===== src/rtl/pll_lock_monitor.sv =====
module pll_lock_monitor #(
  parameter int ERR_W     = 6,
  parameter int GOOD_MAX  = 6,
  parameter int BAD_MIN   = 10,
  parameter int RUN_SHORT = 3,
  parameter int RUN_LONG  = 5
) (
  input  logic clk,
  input  logic rst_n,
  input  logic up_i,
  input  logic dn_i,
  input  logic strobe_i,
  input  logic long_run_i,
  output logic lock_o
);
  localparam int RUN_W = $clog2(RUN_LONG + 2);
  localparam logic [ERR_W-1:0] ERR_SAT  = {ERR_W{1'b1}};
  localparam logic [ERR_W-1:0] GOOD_LIM = ERR_W'(GOOD_MAX);
  localparam logic [ERR_W-1:0] BAD_LIM  = ERR_W'(BAD_MIN);
  localparam logic [RUN_W-1:0] RUN_S    = RUN_W'(RUN_SHORT);
  localparam logic [RUN_W-1:0] RUN_L    = RUN_W'(RUN_LONG);

  logic [ERR_W-1:0] err_q;
  logic [RUN_W-1:0] good_q;
  logic             mode_q, lock_q;

  wire             phase_err = up_i ^ dn_i;
  wire             is_good   = err_q < GOOD_LIM;
  wire             is_bad    = err_q > BAD_LIM;
  wire             mode_chg  = long_run_i != mode_q;
  wire [RUN_W-1:0] run_len   = mode_q ? RUN_L : RUN_S;
  wire [RUN_W-1:0] good_inc  = good_q + 1'b1;

  assign lock_o = lock_q;

  always_ff @(posedge clk) begin
    if (!rst_n) begin
      err_q  <= '0;
      good_q <= '0;
      mode_q <= 1'b0;
      lock_q <= 1'b0;
    end else begin
      mode_q <= long_run_i;
      if (strobe_i)
        err_q <= '0;
      else if (phase_err && err_q != ERR_SAT)
        err_q <= err_q + 1'b1;

      if (mode_chg)
        good_q <= '0;
      else if (strobe_i)
        good_q <= !is_good ? '0 : (good_q >= run_len ? good_q : good_inc);

      if (strobe_i) begin
        if (is_bad)
          lock_q <= 1'b0;
        else if (is_good && !mode_chg && good_inc >= run_len)
          lock_q <= 1'b1;
      end
    end
  end

  a_r4_rise_on_good: assert property (@(posedge clk) disable iff (!rst_n)
    $rose(lock_q) |-> ($past(strobe_i) && $past(err_q) < GOOD_LIM));

  a_r6_fall_on_bad: assert property (@(posedge clk) disable iff (!rst_n)
    $fell(lock_q) |-> ($past(strobe_i) && $past(err_q) > BAD_LIM));

  a_r3_err_saturates: assert property (@(posedge clk) disable iff (!rst_n)
    (err_q == ERR_SAT && !strobe_i) |=> err_q == ERR_SAT);

  a_r8_mode_restarts: assert property (@(posedge clk) disable iff (!rst_n)
    (long_run_i != mode_q) |=> (good_q == '0 && $stable(lock_q)));

  a_r7_middle_holds: assert property (@(posedge clk) disable iff (!rst_n)
    (strobe_i && err_q >= GOOD_LIM && err_q <= BAD_LIM) |=> ($stable(lock_q) && good_q == '0));
endmodule


===== config.mk =====
export PLATFORM = sky130hd
export DESIGN_NAME = pll_lock_monitor
export DESIGN_NICKNAME = d
export VERILOG_FILES = /design/src/rtl/pll_lock_monitor.sv
export SDC_FILE = /design/constraint.sdc
export NUM_CORES = 1
export LEC_CHECK = 0
export BUFFER_PORTS_ARGS = -buffer_cell sky130_fd_sc_hd__buf_2
export CAP_MARGIN = 25
export CORE_AREA = 4 4 41 43
export DETAILED_ROUTE_END_ITERATION = 10
export DIE_AREA = 0 0 45 47
export HOLD_SLACK_MARGIN = 0.03
export PLACE_DENSITY = 0.66
export SYNTH_ARGS = -nofsm -noshare
export SYNTH_HDL_FRONTEND = slang
export SYNTH_SLANG_ARGS = --single-unit

===== constraint.sdc =====
create_clock -name clk -period 2.3 [get_ports clk]
set_input_delay 0.23 -clock clk [delete_from_list [all_inputs] [get_ports clk]]
set_output_delay 0.23 -clock clk [all_outputs]
set_load 0.01 [all_outputs]

# After elaboration in Yosys (flattened, before gate mapping)
# Index checks and enable logic that the tools add are counted.
dict set report word_totals {
  inputBits 6
  reg_bits 11
  wordCells 29
  output_inout_bits 1
}
dict set report classes {
  addsub 2
  eq_ne 3
  n_bitwise 2
  n_lt_le_gt_ge 4
  n_mux 5
  reduce_logical 9
}
# operator n
set ops {}
lappend ops {{2-to-1 mux 3 bit} 3}
lappend ops {{adder 6 x 1 -> 6 bit, second input constant} 1}
lappend ops {{>= comparator 3 bit} 2}
lappend ops {{greater-than comparator 6 x 4 -> 1 bit, second input constant} 1}
lappend ops {{less-than comparator 6 x 3 -> 1 bit, second input constant} 1}
lappend ops {{inequality test 6 bit, second input constant} 1}
lappend ops {{AND reduction 2 bit} 2}
lappend ops {{OR reduction 2 bit} 2}
lappend ops {{adder 3 x 1 -> 3 bit, second input constant} 1}
lappend ops {{logical AND 1 bit} 3}
lappend ops {{2-to-1 mux 1 bit} 2}
lappend ops {{inequality test 2 bit, second input constant} 1}
lappend ops {{nonzero test 2 bit} 1}
lappend ops {{zero test 1 bit} 1}
lappend ops {{inequality test 1 bit} 1}
lappend ops {{inverter 1 bit} 1}
lappend ops {{XOR 1 bit} 1}

# Longest topological paths before layout
# Gate-level depths: netlist (run 1).
dict set report depth {
  depth_word 6
  mapped_depth 6
  mapped_depth_nobuf 6
}

# Worst setup path after synthesis (run 1)
# OpenSTA, ideal clock, no wires.
dict set report synth_timing {
  path_type {reg-to-reg}
  startpoint {register mode_q}
  endpoint {register good_q[0]}
  path_buffers 0
  period_less_slack_ps 1582
  slack_ps 718
  path_stages_with_launch 6
  setup_ps 74
  t_arrival_ps 1507
  required_time_ps 2226
  path_cell_list {dfxtp_1 > ha_1 > a21o_1 > a21oi_1 > or4b_1 > o21ai_0}
}
dict set report synth_via {
  elab_chain_cells 4
  elab_cells_between_ends 6
  cone_classes {order compare (1); eq/ne (2); mux (1); reduce/logical (2)}
}
# element line_no
set synth_rtl {}
lappend synth_rtl {{start: declaration} 25} ;# logic mode_q, lock_q;
lappend synth_rtl {{start signal: assignment} 43} ;# mode_q <= long_run_i;
lappend synth_rtl {{2-to-1 mux 3 bit} 31} ;# wire [RUN_W-1:0] run_len = mode_q ? RUN_L : RUN_S;
lappend synth_rtl {{>= comparator 3 bit} 52} ;# good_q <= !is_good ? '0 : (good_q >= run_len ? good_q : good_inc);
lappend synth_rtl {{inequality test 2 bit (no line)} n/a}
lappend synth_rtl {{AND reduction 2 bit (no line)} n/a}
lappend synth_rtl {{end signal: assignment} 52}
lappend synth_rtl {{end: declaration} 24} ;# logic [RUN_W-1:0] good_q;
# Several ways; a longest one is shown, not always the timed one.
# A chain may end at the register's enable or synchronous reset.

# Worst setup path after layout (run 1)
# Ends and elaborated chain as after synthesis.

==> metrics.yaml, run 1 <==
status:
  status: "complete, no violations"
setup_path:
  slowest_stage: "or4b_1"
  timing.rr.start: "mode_q"
  worstPathRequired_ps: 2500
  crit_path_start_kind: "flip-flop"
  reg2reg_depth: 5
  arrival_ps: 1930
  r2r_end: "good_q[0]"
  worst-r2r-setup-slack_ps: 570
  slowest_delay_ps: 460
  cp_max_fo: 5
  critPathKind: "reg -> reg"
  worstSetupEndpointType: "flip-flop"
  path_cells: "ha_1 > a21o_1 > a21oi_1 > or4b_1 > o21ai_0"
timing:
  fmax_mhz: 578
  fin_hold_ws_ps: 192
  finClkSkew_ps: 1.55
  hold_viol_final: 0
  tightest_slew_ps: 450
  finalCriticalPeriod_ps: 1730
  max_slew_margin: 0.700
  final-max-slew-violation-count: 0
  rsz0062_at_grt: "false"
  finalCritPeriodShare: 0.752
  tns_ps: 0
  finalSetupViolCount: 0
synth:
  yosysWarnings: 0
  synth_cell_types: 27
  ys_seq_area_frac: 0.327
  synth.top_cells.by_area: "dfxtp_1 33%, ha_1 11%, xor2_1 7.8%, a2111oi_4 4.1%, nor2b_1 3.7%"
  synth_edf_count: 0
  avgSynthCellArea_sq_um: 8.98
  synth_top_area_frac: 0.327
  synth_nets: 87
  async_reset_ff_frac: 0
  synth_largest_area_cell: "dfxtp_1"
  synthCells: 75
  synthTopCellsByCount: "11 x dfxtp_1, 6 x ha_1, 6 x nor2_1, 6 x xor2_1"
  synth_most_common_cell: "dfxtp_1"
  ys.flop_type: "dfxtp_1"
  ys_ff_latch: 11
  syn-cell-area_sq_um: 673
placed_design:
  io_buffer_count: 6
  post-dp-hpwl_um: 887
  place_congestion: 0.745
  place_area_sq_um: 722
pwr:
  power_density_nw_per_um2: 498
  p_leak_nw: 0.346
  p_total_mw: 0.373
  ir_worst_vdd_mv: 0.362
final_layout:
  nets: 98
  diodes: 0
  final_layout_size_suffix_gt1_frac: 0.118
  nFillCells: 119
  area_growth_pct: 11.2
  fin_area_sq_um: 748
floorplanning:
  die_w_um: 45
  dieArea_sq_um: 2120
  start_util: 0.517
  ioPinCount: 7
  num_rows: 13
  core_region_area_sq_um: 1300
  die-height_um: 47
detailed_routing:
  ant_nets: 0
  vias: 549
  routed_wirelength_mm: 1.18
  wl_per_cell_um: 11.8
  drt_iter0_markers: 10
  drc_errors: 0
  dr.pass1.iters: 4
  via_per_inst: 5.49
grt:
  use_met3: 0.0690
  globalRouteOverflowTotal: 0
  grt-busiest-layer: "met1"
  track_usage: 0.132
  grt_pass1_vias: 449
  met1_usage: 0.192
  gr-usage-met2: 0.167
  grt_pass1_wl_mm: 1.98
  antenna_found_initial: 0
  grt_max_degree: 9
clock_tree:
  clock-sinks: 11
  hold_buffers: 0
  clock_latency_ps: 270
  cts_root_buf: "clkbuf_4"
  cts_tree: "yes"
  cts-resized-gates: 0
  post-cts-setup-buffers: 0
  cts_buffers: 3
  clockBufferDepth: 2
  htree_num_levels: 1
  path_clk_slew_ps: 70
worst_hold_path:
  hold_path.class: "in -> reg"
  whs_endpoint: "mode_q"
  hold_path_depth: 2
  min_from: "long_run_i"
job:
  drv_cap: 0
## cell type report
class | instances | area [sq um] | area share
Tap cell | 15 | 18.8 | 0.0251
Inverter | 4 | 15.0 | 0.0201
Multi-Input combinational cell | 60 | 438 | 0.585
Sequential cell | 11 | 220 | 0.294
Clock buffer | 4 | 26.3 | 0.0351
Timing Repair Buffer | 6 | 30.0 | 0.0401
## state kept, by name, indices dropped and copies added (netlist names)
name and flops:
good_q 3, lock_o 1, mode_q 1, err_q 6
## cells by family after synthesis
group | synth area share
xor gates and xnor gates | 0.0911
AOI/OAI and AO/OA | 0.216
buffers and inverters | 0.0223
adders and majority gates | 0.112
and+or+nand+nor | 0.217
muxes | 0.0149
DFF | 0.327
## cell usage in the layout, fill, tap and decap left out, types with 2 or more instances in the layout
master and count:
nand3_1 4, a21oi_1 4, a31oi_1 2, ha_1 6, and2_1 2, nand2_1 3, xor2_1 6, and3_1 3
dfxtp_1 11, nand4_1 2, buf_2 6, clkbuf_4 3, o21ai_0 4, o211ai_1 2, nor2b_1 4, nor2_1 6
inv_1 4
## worst max-delay path, delay by kind of cell (launching register included)
kind,cells,cell delay (ps)
DFF,1,400
and+or+nand+nor,1,460
adders and majority gates,1,260
AOI/OAI and AO/OA,3,550
## where the power goes
group	internal, mW	switching [mW]	total, mW
clock network	0.0672	0.0619	0.129
registers	0.196	0.00604	0.202
logic	0.0187	0.0232	0.0419
total	0.282	0.0911	0.373
## worst max path at each step
stage	from	end	slack (ps)	cells after the start
detailed placement	mode_q	good_q[0]	590	5
finish	mode_q	good_q[0]	570	5
global route	mode_q	good_q[0]	470	5
floorplan	mode_q	good_q[0]	720	5
global placement	mode_q	good_q[0]	630	5
CTS	mode_q	good_q[0]	570	5
## routing by layer
| layer | vias to the layer above | share of wire |
|---|---|---|
| met1 | 243 | 0.53 |
| met2 | 12 | 0.41 |
| met4 | 0 | 0 |
| met5 | - | 0 |
| met3 | 0 | 0.059 |
| li1 | 294 | - |
## per-stage QoR
step,utilization,std cells,worst slack [ps]
CTS,0.575,100,572
global route,0.575,100,472
detailed placement,0.555,96,586
floorplan,-,75,718
global placement,0.555,96,631
finish,0.575,100,571
No activity file was read; power rests on OpenSTA's default activity.
==> run 2, diff against run 1 <==
==> constraint.sdc (replaced) <==
create_clock -name clk -period 1.6 [get_ports clk]
set_input_delay 0.16 -clock clk [delete_from_list [all_inputs] [get_ports clk]]
set_output_delay 0.16 -clock clk [all_outputs]
set_load 0.01 [all_outputs]
==> metrics.yaml, run 2 (synthesis gave the netlist of run 1 again) <==
setup_path:
  crit_buf_inv: 0  # unchanged
  critical_path.top_delay_family: "simple AND/OR/NAND/NOR gates"  # was compound AO/OA/AOI/OAI gates
  worstSetupEndpointType: "flip-flop"  # unchanged
  slowest_stage: "or4b_1"  # unchanged
  worst-r2r-setup-slack_ps: 20  # was 570 ps
  critPathKind: "reg -> reg"  # unchanged
  path_cells: "ha_1 > a21o_1 > a21oi_2 > or4b_1 > o21ai_1"  # was ha_1 > a21o_1 > a21oi_1 > or4b_1 > o21ai_0
  crit_path_start_kind: "flip-flop"  # unchanged
  slowest_delay_ps: 450  # was 460 ps
  arrival_ps: 1790  # was 1930 ps
  cp_max_fo: 3  # was 5
  worstPathRequired_ps: 1810  # was 2500 ps
final_layout:
  reg.largest.list: "err_q: 6 flops, good_q: 3 flops"  # unchanged
  multi_input_area_sq_um: 454  # was 438 sq um
  top_register: "err_q"  # unchanged
  layout_commonest_cell: "dfxtp_1"  # unchanged
  diodes: 0  # unchanged
  nFillCells: 116  # was 119
  final_cell_mix: "8 x dfxtp_1, 6 x xor2_1, 6 x nor2_1, 6 x buf_2, 6 x buf_4"  # was 11 x dfxtp_1, 6 x xor2_1, 6 x nor2_1, 6 x ha_1, 6 x buf_2
  nets: 104  # was 98
  final_layout_size_suffix_gt1_frac: 0.231  # was 0.118
  regArea_sq_um: 224  # was 220 sq um
  final_cells: 106  # was 100
  area_growth_pct: 20.8  # was 11.2%
  largest_reg_flops: 6  # unchanged
timing:
  hold_viol_final: 0  # unchanged
  finalSetupViolCount: 0  # unchanged
  tightest_slew_ps: 440  # was 450 ps
  finalCritPeriodShare: 0.985  # was 0.752
  final-max-slew-violation-count: 0  # unchanged
  max_slew_margin: 0.705  # was 0.700
  finClkSkew_ps: 2.61  # was 1.55 ps
  finalCriticalPeriod_ps: 1580  # was 1730 ps
  worst_slack_ps: 24.0  # was 571 ps
  fmax_mhz: 635  # was 578 MHz
  rsz0062_at_grt: "true"  # was false
  fin_hold_ws_ps: 119  # was 192 ps
grt:
  grt_pass1_vias: 495  # was 449
  gr-usage-met2: 0.184  # was 0.167
  track_usage: 0.152  # was 0.132
  grt_pass1_wl_mm: 2.23  # was 1.98 mm
  grt-busiest-layer: "met1"  # unchanged
  globalRouteOverflowTotal: 0  # unchanged
  met1_usage: 0.221  # was 0.192
  use_met3: 0.0345  # was 0.0690
  grt_max_degree: 9  # unchanged
  antenna_found_initial: 0  # unchanged
pwr:
  p_leak_nw: 0.374  # was 0.346 nW
  ir_worst_vdd_mv: 0.535  # was 0.362 mV
  power_density_nw_per_um2: 698  # was 498 nW/um^2
floorplanning:
  start_util: 0.517  # unchanged
  die-height_um: 47  # unchanged
  dieArea_sq_um: 2120  # unchanged
  core_region_area_sq_um: 1300  # unchanged
  die_w_um: 45  # unchanged
  num_rows: 13  # unchanged
  ioPinCount: 7  # unchanged
detailed_routing:
  drt_iter0_markers: 17  # was 10
  wl_per_cell_um: 13.4  # was 11.8 um
  drc_errors: 0  # unchanged
  ant_nets: 0  # unchanged
  via_per_inst: 5.39  # was 5.49
  dr.pass1.iters: 4  # unchanged
  routed_wirelength_mm: 1.42  # was 1.18 mm
  vias: 571  # was 549
placed_design:
  preCtsSetupSlack_ps: -4.21  # was 586 ps
  placed_cells: 101  # was 96
  io_buffer_count: 6  # unchanged
  place_congestion: 0.791  # was 0.745
  post-dp-hpwl_um: 977  # was 887 um
clock_tree:
  clock-sinks: 11  # unchanged
  cts_root_buf: "clkbuf_4"  # unchanged
  cts_tree: "yes"  # unchanged
  cts_buffers: 3  # unchanged
  path_clk_slew_ps: 80  # was 70 ps
  clock_latency_ps: 270  # about the same
  htree_num_levels: 1  # unchanged
  clockBufferDepth: 2  # unchanged
  hold_buffers: 0  # unchanged
status:
  status: "complete, no violations"  # unchanged
job:
  drv_cap: 0  # unchanged
worst_hold_path:
  hold_path.class: "in -> reg"  # unchanged
==> run 2: repair_timing <==
item	CTS	global route
endpoints found under the setup margin	1	3
resized for setup	1	5
pin swaps	0	1
setup buffers	0	1
gates cloned	0	0
==> run 2: cell type report <==
| class | count | share of cell area |
|---|---|---|
| multi-input cells | 60 | 0.558 |
| flip-flops and latches | 11 | 0.275 |
| repair buffers | 12 | 0.0923 |
| clock buffers | 4 | 0.0323 |
| well taps | 15 | 0.0231 |
| inverters | 4 | 0.0185 |
==> run 2: through the flow <==
| step | total power, mW | area, sq um | TNS, ps | utilization |
|---|---|---|---|---|
| final | 0.567 | 813 | 0 | 0.625 |
| after global routing | 0.599 | 813 | -122 | 0.625 |
| after CTS | 0.566 | 787 | 0 | 0.605 |
| after detailed placement | 0.368 | 759 | -4.21 | 0.584 |
| after global placement | 0.366 | 759 | -3.55 | 0.584 |
| after floorplan | 0.334 | 673 | 0 | - |
==> run 2: path summary, 6_finish.rpt <==
path	depth (start not counted)	startpoint	end
worst min register to register	2	good_q[1]	good_q[1]
worst max-delay path	5	good_q[1]	good_q[0]
worst max register to register	5	good_q[1]	good_q[0]
worst min-delay path	2	long_run_i	mode_q
==> run 2: layer usage <==
metal	routed length, um	up-vias	share of wire
met5	0	-	0
met4	40	0	0.028
met3	41	4	0.029
met2	562	8	0.39
met1	779	247	0.55
li1	-	312	-
==> run 2: power by group <==
part | switching, mW | total [mW] | leakage (nW) | internal, mW
logic | 0.0395 | 0.0781 | 0.268 | 0.0386
registers | 0.00823 | 0.290 | 0.0905 | 0.282
clock network | 0.103 | 0.199 | 0.0150 | 0.0966
==> run 3, diff against run 2 <==
--- a/config.mk
+++ b/config.mk
@@ -7,11 +7,13 @@
 export LEC_CHECK = 0
 export BUFFER_PORTS_ARGS = -buffer_cell sky130_fd_sc_hd__buf_2
 export CAP_MARGIN = 25
-export CORE_AREA = 4 4 41 43
+export CELL_PAD_IN_SITES_DETAIL_PLACEMENT = 1
+export CELL_PAD_IN_SITES_GLOBAL_PLACEMENT = 2
+export CORE_MARGIN = 4
+export CORE_UTILIZATION = 34
 export DETAILED_ROUTE_END_ITERATION = 10
-export DIE_AREA = 0 0 45 47
 export HOLD_SLACK_MARGIN = 0.03
-export PLACE_DENSITY = 0.66
+export PLACE_DENSITY = 0.85
 export SYNTH_ARGS = -nofsm -noshare
 export SYNTH_HDL_FRONTEND = slang
 export SYNTH_SLANG_ARGS = --single-unit
==> metrics.yaml, run 3 (synthesis gave the netlist of run 1 again) <==
status:
  status: "complete, no violations"  # unchanged
pwr:
  sw_frac_of_total: 0.284  # was 0.265
  pwr-share-comb: 0.145  # was 0.138
  p_int_mw: 0.420  # was 0.417 mW
  ir_worst_vdd_mv: 0.355  # was 0.535 mV
  switching_power_mw: 0.167  # was 0.150 mW
  clkPwrFrac: 0.363  # was 0.351
  p_seq_frac: 0.492  # was 0.511
  power_density_nw_per_um2: 702  # was 698 nW/um^2
  p_leak_nw: 0.379  # was 0.374 nW
final_layout:
  final_layout_size_suffix_gt1_frac: 0.239  # was 0.231
  reg.largest.list: "err_q: 6 flops, good_q: 3 flops"  # unchanged
  top_register: "err_q"  # unchanged
  final_cell_mix: "8 x dfxtp_1, 7 x buf_4, 6 x xor2_1, 6 x nor2_1, 6 x buf_2"  # was 8 x dfxtp_1, 6 x xor2_1, 6 x nor2_1, 6 x buf_2, 6 x buf_4
  nets: 105  # was 104
  diodes: 0  # unchanged
  area_growth_pct: 24.2  # was 20.8%
  largest_reg_flops: 6  # unchanged
  layout_commonest_cell: "dfxtp_1"  # unchanged
setup_path:
  arrival_ps: 1740  # was 1790 ps
  crit_buf_inv: 0  # unchanged
  worstSetupStartpoint: "good_q[1]"  # unchanged
  cp_max_fo: 3  # unchanged
  r2r_end: "good_q[0]"  # unchanged
  path_cells: "ha_1 > a21o_1 > a21oi_2 > or4b_1 > o21ai_1"  # unchanged
  timing.rr.start: "good_q[1]"  # unchanged
  slowest_delay_ps: 430  # was 450 ps
  worstPathRequired_ps: 1820  # was 1810 ps
  worst-r2r-setup-slack_ps: 80  # was 20 ps
  worstSetupEndpointType: "flip-flop"  # unchanged
  critPathKind: "reg -> reg"  # unchanged
  slowest_stage: "or4b_1"  # unchanged
  crit_path_start_kind: "flip-flop"  # unchanged
  reg2reg_depth: 5  # unchanged
  critical_path.top_delay_family: "simple AND/OR/NAND/NOR gates"  # unchanged
clock_tree:
  clockBufferDepth: 2  # unchanged
  htree_num_levels: 1  # unchanged
  cts_tree: "yes"  # unchanged
  cts_buffers: 3  # unchanged
  clock-sinks: 11  # unchanged
  clock_latency_ps: 280  # was 270 ps
  hold_buffers: 0  # unchanged
  cts_root_buf: "clkbuf_4"  # unchanged
  path_clk_slew_ps: 80  # about the same
  post-cts-setup-buffers: 0  # unchanged
detailed_routing:
  dr.pass1.iters: 4  # unchanged
  vias: 606  # was 571
  via_per_inst: 5.18  # was 5.39
  wl_per_cell_um: 14.4  # was 13.4 um
  routed_wirelength_mm: 1.68  # was 1.42 mm
  drt_iter0_markers: 13  # was 17
  ant_nets: 0  # unchanged
  drc_errors: 0  # unchanged
floorplanning:
  start_util: 0.374  # was 0.517
  ioPinCount: 7  # unchanged
  dieArea_sq_um: 2760  # was 2120 sq um
  num_rows: 15  # was 13
  die_w_um: 52.5  # was 45 um
  core_region_area_sq_um: 1800  # was 1300 sq um
  die-height_um: 52.5  # was 47 um
placed_design:
  io_buffer_count: 6  # unchanged
  place_congestion: 0.772  # was 0.791
  post-dp-hpwl_mm: 1.25  # was 977 um
  preCtsSetupSlack_ps: -3.34  # was -4.21 ps
timing:
  finClkSkew_ps: 0.227  # was 2.61 ps
  worst_slack_ps: 79.5  # was 24.0 ps
  tightest_slew_ps: 396  # was 440 ps
  fmax_mhz: 658  # was 635 MHz
  finalCritPeriodShare: 0.950  # was 0.985
  fin_hold_ws_ps: 102  # was 119 ps
  hold_viol_final: 0  # unchanged
  tns_ps: 0  # unchanged
  finalCriticalPeriod_ps: 1520  # was 1580 ps
  final-max-slew-violation-count: 0  # unchanged
  max_slew_margin: 0.735  # was 0.705
  finalSetupViolCount: 0  # unchanged
worst_hold_path:
  min_from: "long_run_i"  # unchanged
  whs_endpoint: "mode_q"  # unchanged
  hold_path.class: "in -> reg"  # unchanged
  hold_path_depth: 2  # unchanged
grt:
  grt_pass1_wl_mm: 3.04  # was 2.23 mm
  grt_pass1_vias: 649  # was 495
  globalRouteOverflowTotal: 0  # unchanged
  grt_max_degree: 9  # unchanged
  track_usage: 0.151  # was 0.152
  antenna_found_initial: 0  # unchanged
job:
  drv_cap: 0  # unchanged
==> run 3: how the worst max path moves through the flow <==
stage / cells past startpoint / to / slack, ps
6_report: 5 / good_q[0] / 80
5_1_grt: 5 / good_q[1] / -10
4_1_cts: 6 / lock_o / 30
3_5_place_dp: 6 / lock_o / -3
3_3_place_gp: 6 / lock_o / 40
2_1_floorplan: 5 / good_q[0] / 20
==> run 3: power groups by stage <==
stage | sequential, mW | clock, mW | combinational, mW
finish | 0.288 | 0.213 | 0.0853
global route | 0.290 | 0.228 | 0.0986
CTS | 0.288 | 0.212 | 0.0829
detailed placement | 0.294 | 0 | 0.0814
global placement | 0.294 | 0 | 0.0789
floorplan | 0.295 | 0 | 0.0395
==> run 3: layout make-up <==
| type | count | area [sq um] |
|---|---|---|
| clock buffer | 4 | 26.3 |
| timing repair buffer | 13 | 82.6 |
| fill | 225 | 966 |
| multi-input combinational | 60 | 454 |
| sequential | 11 | 226 |
| tap | 25 | 31.3 |
| inverter | 4 | 15.0 |
==> run 3: what timing repair did <==
action	in CTS	in global routing
endpoints found under the setup margin	1	6
pin swaps	0	2
gates resized for setup	1	8
endpoints found under the hold margin	0	0
==> run 3: metal layers <==
layer  global-route usage  wire length [um]  vias to the layer above
li1                     -                 -                      311
met1                0.206               828                      280
met2                0.223               745                       10
met3               0.0285                61                        5
met4               0.0766                49                        0
met5                    0                 0                        -
==> run 3: through the flow <==
step / cell area, sq um / util / total power [mW] / cells
5_1_grt: 836 / 0.464 / 0.617 / 117
6_report: 836 / 0.464 / 0.587 / 117
3_3_place_gp: 787 / 0.437 / 0.373 / 113
4_1_cts: 813 / 0.451 / 0.583 / 117
2_1_floorplan: 673 / - / 0.334 / 75
3_5_place_dp: 787 / 0.437 / 0.375 / 113
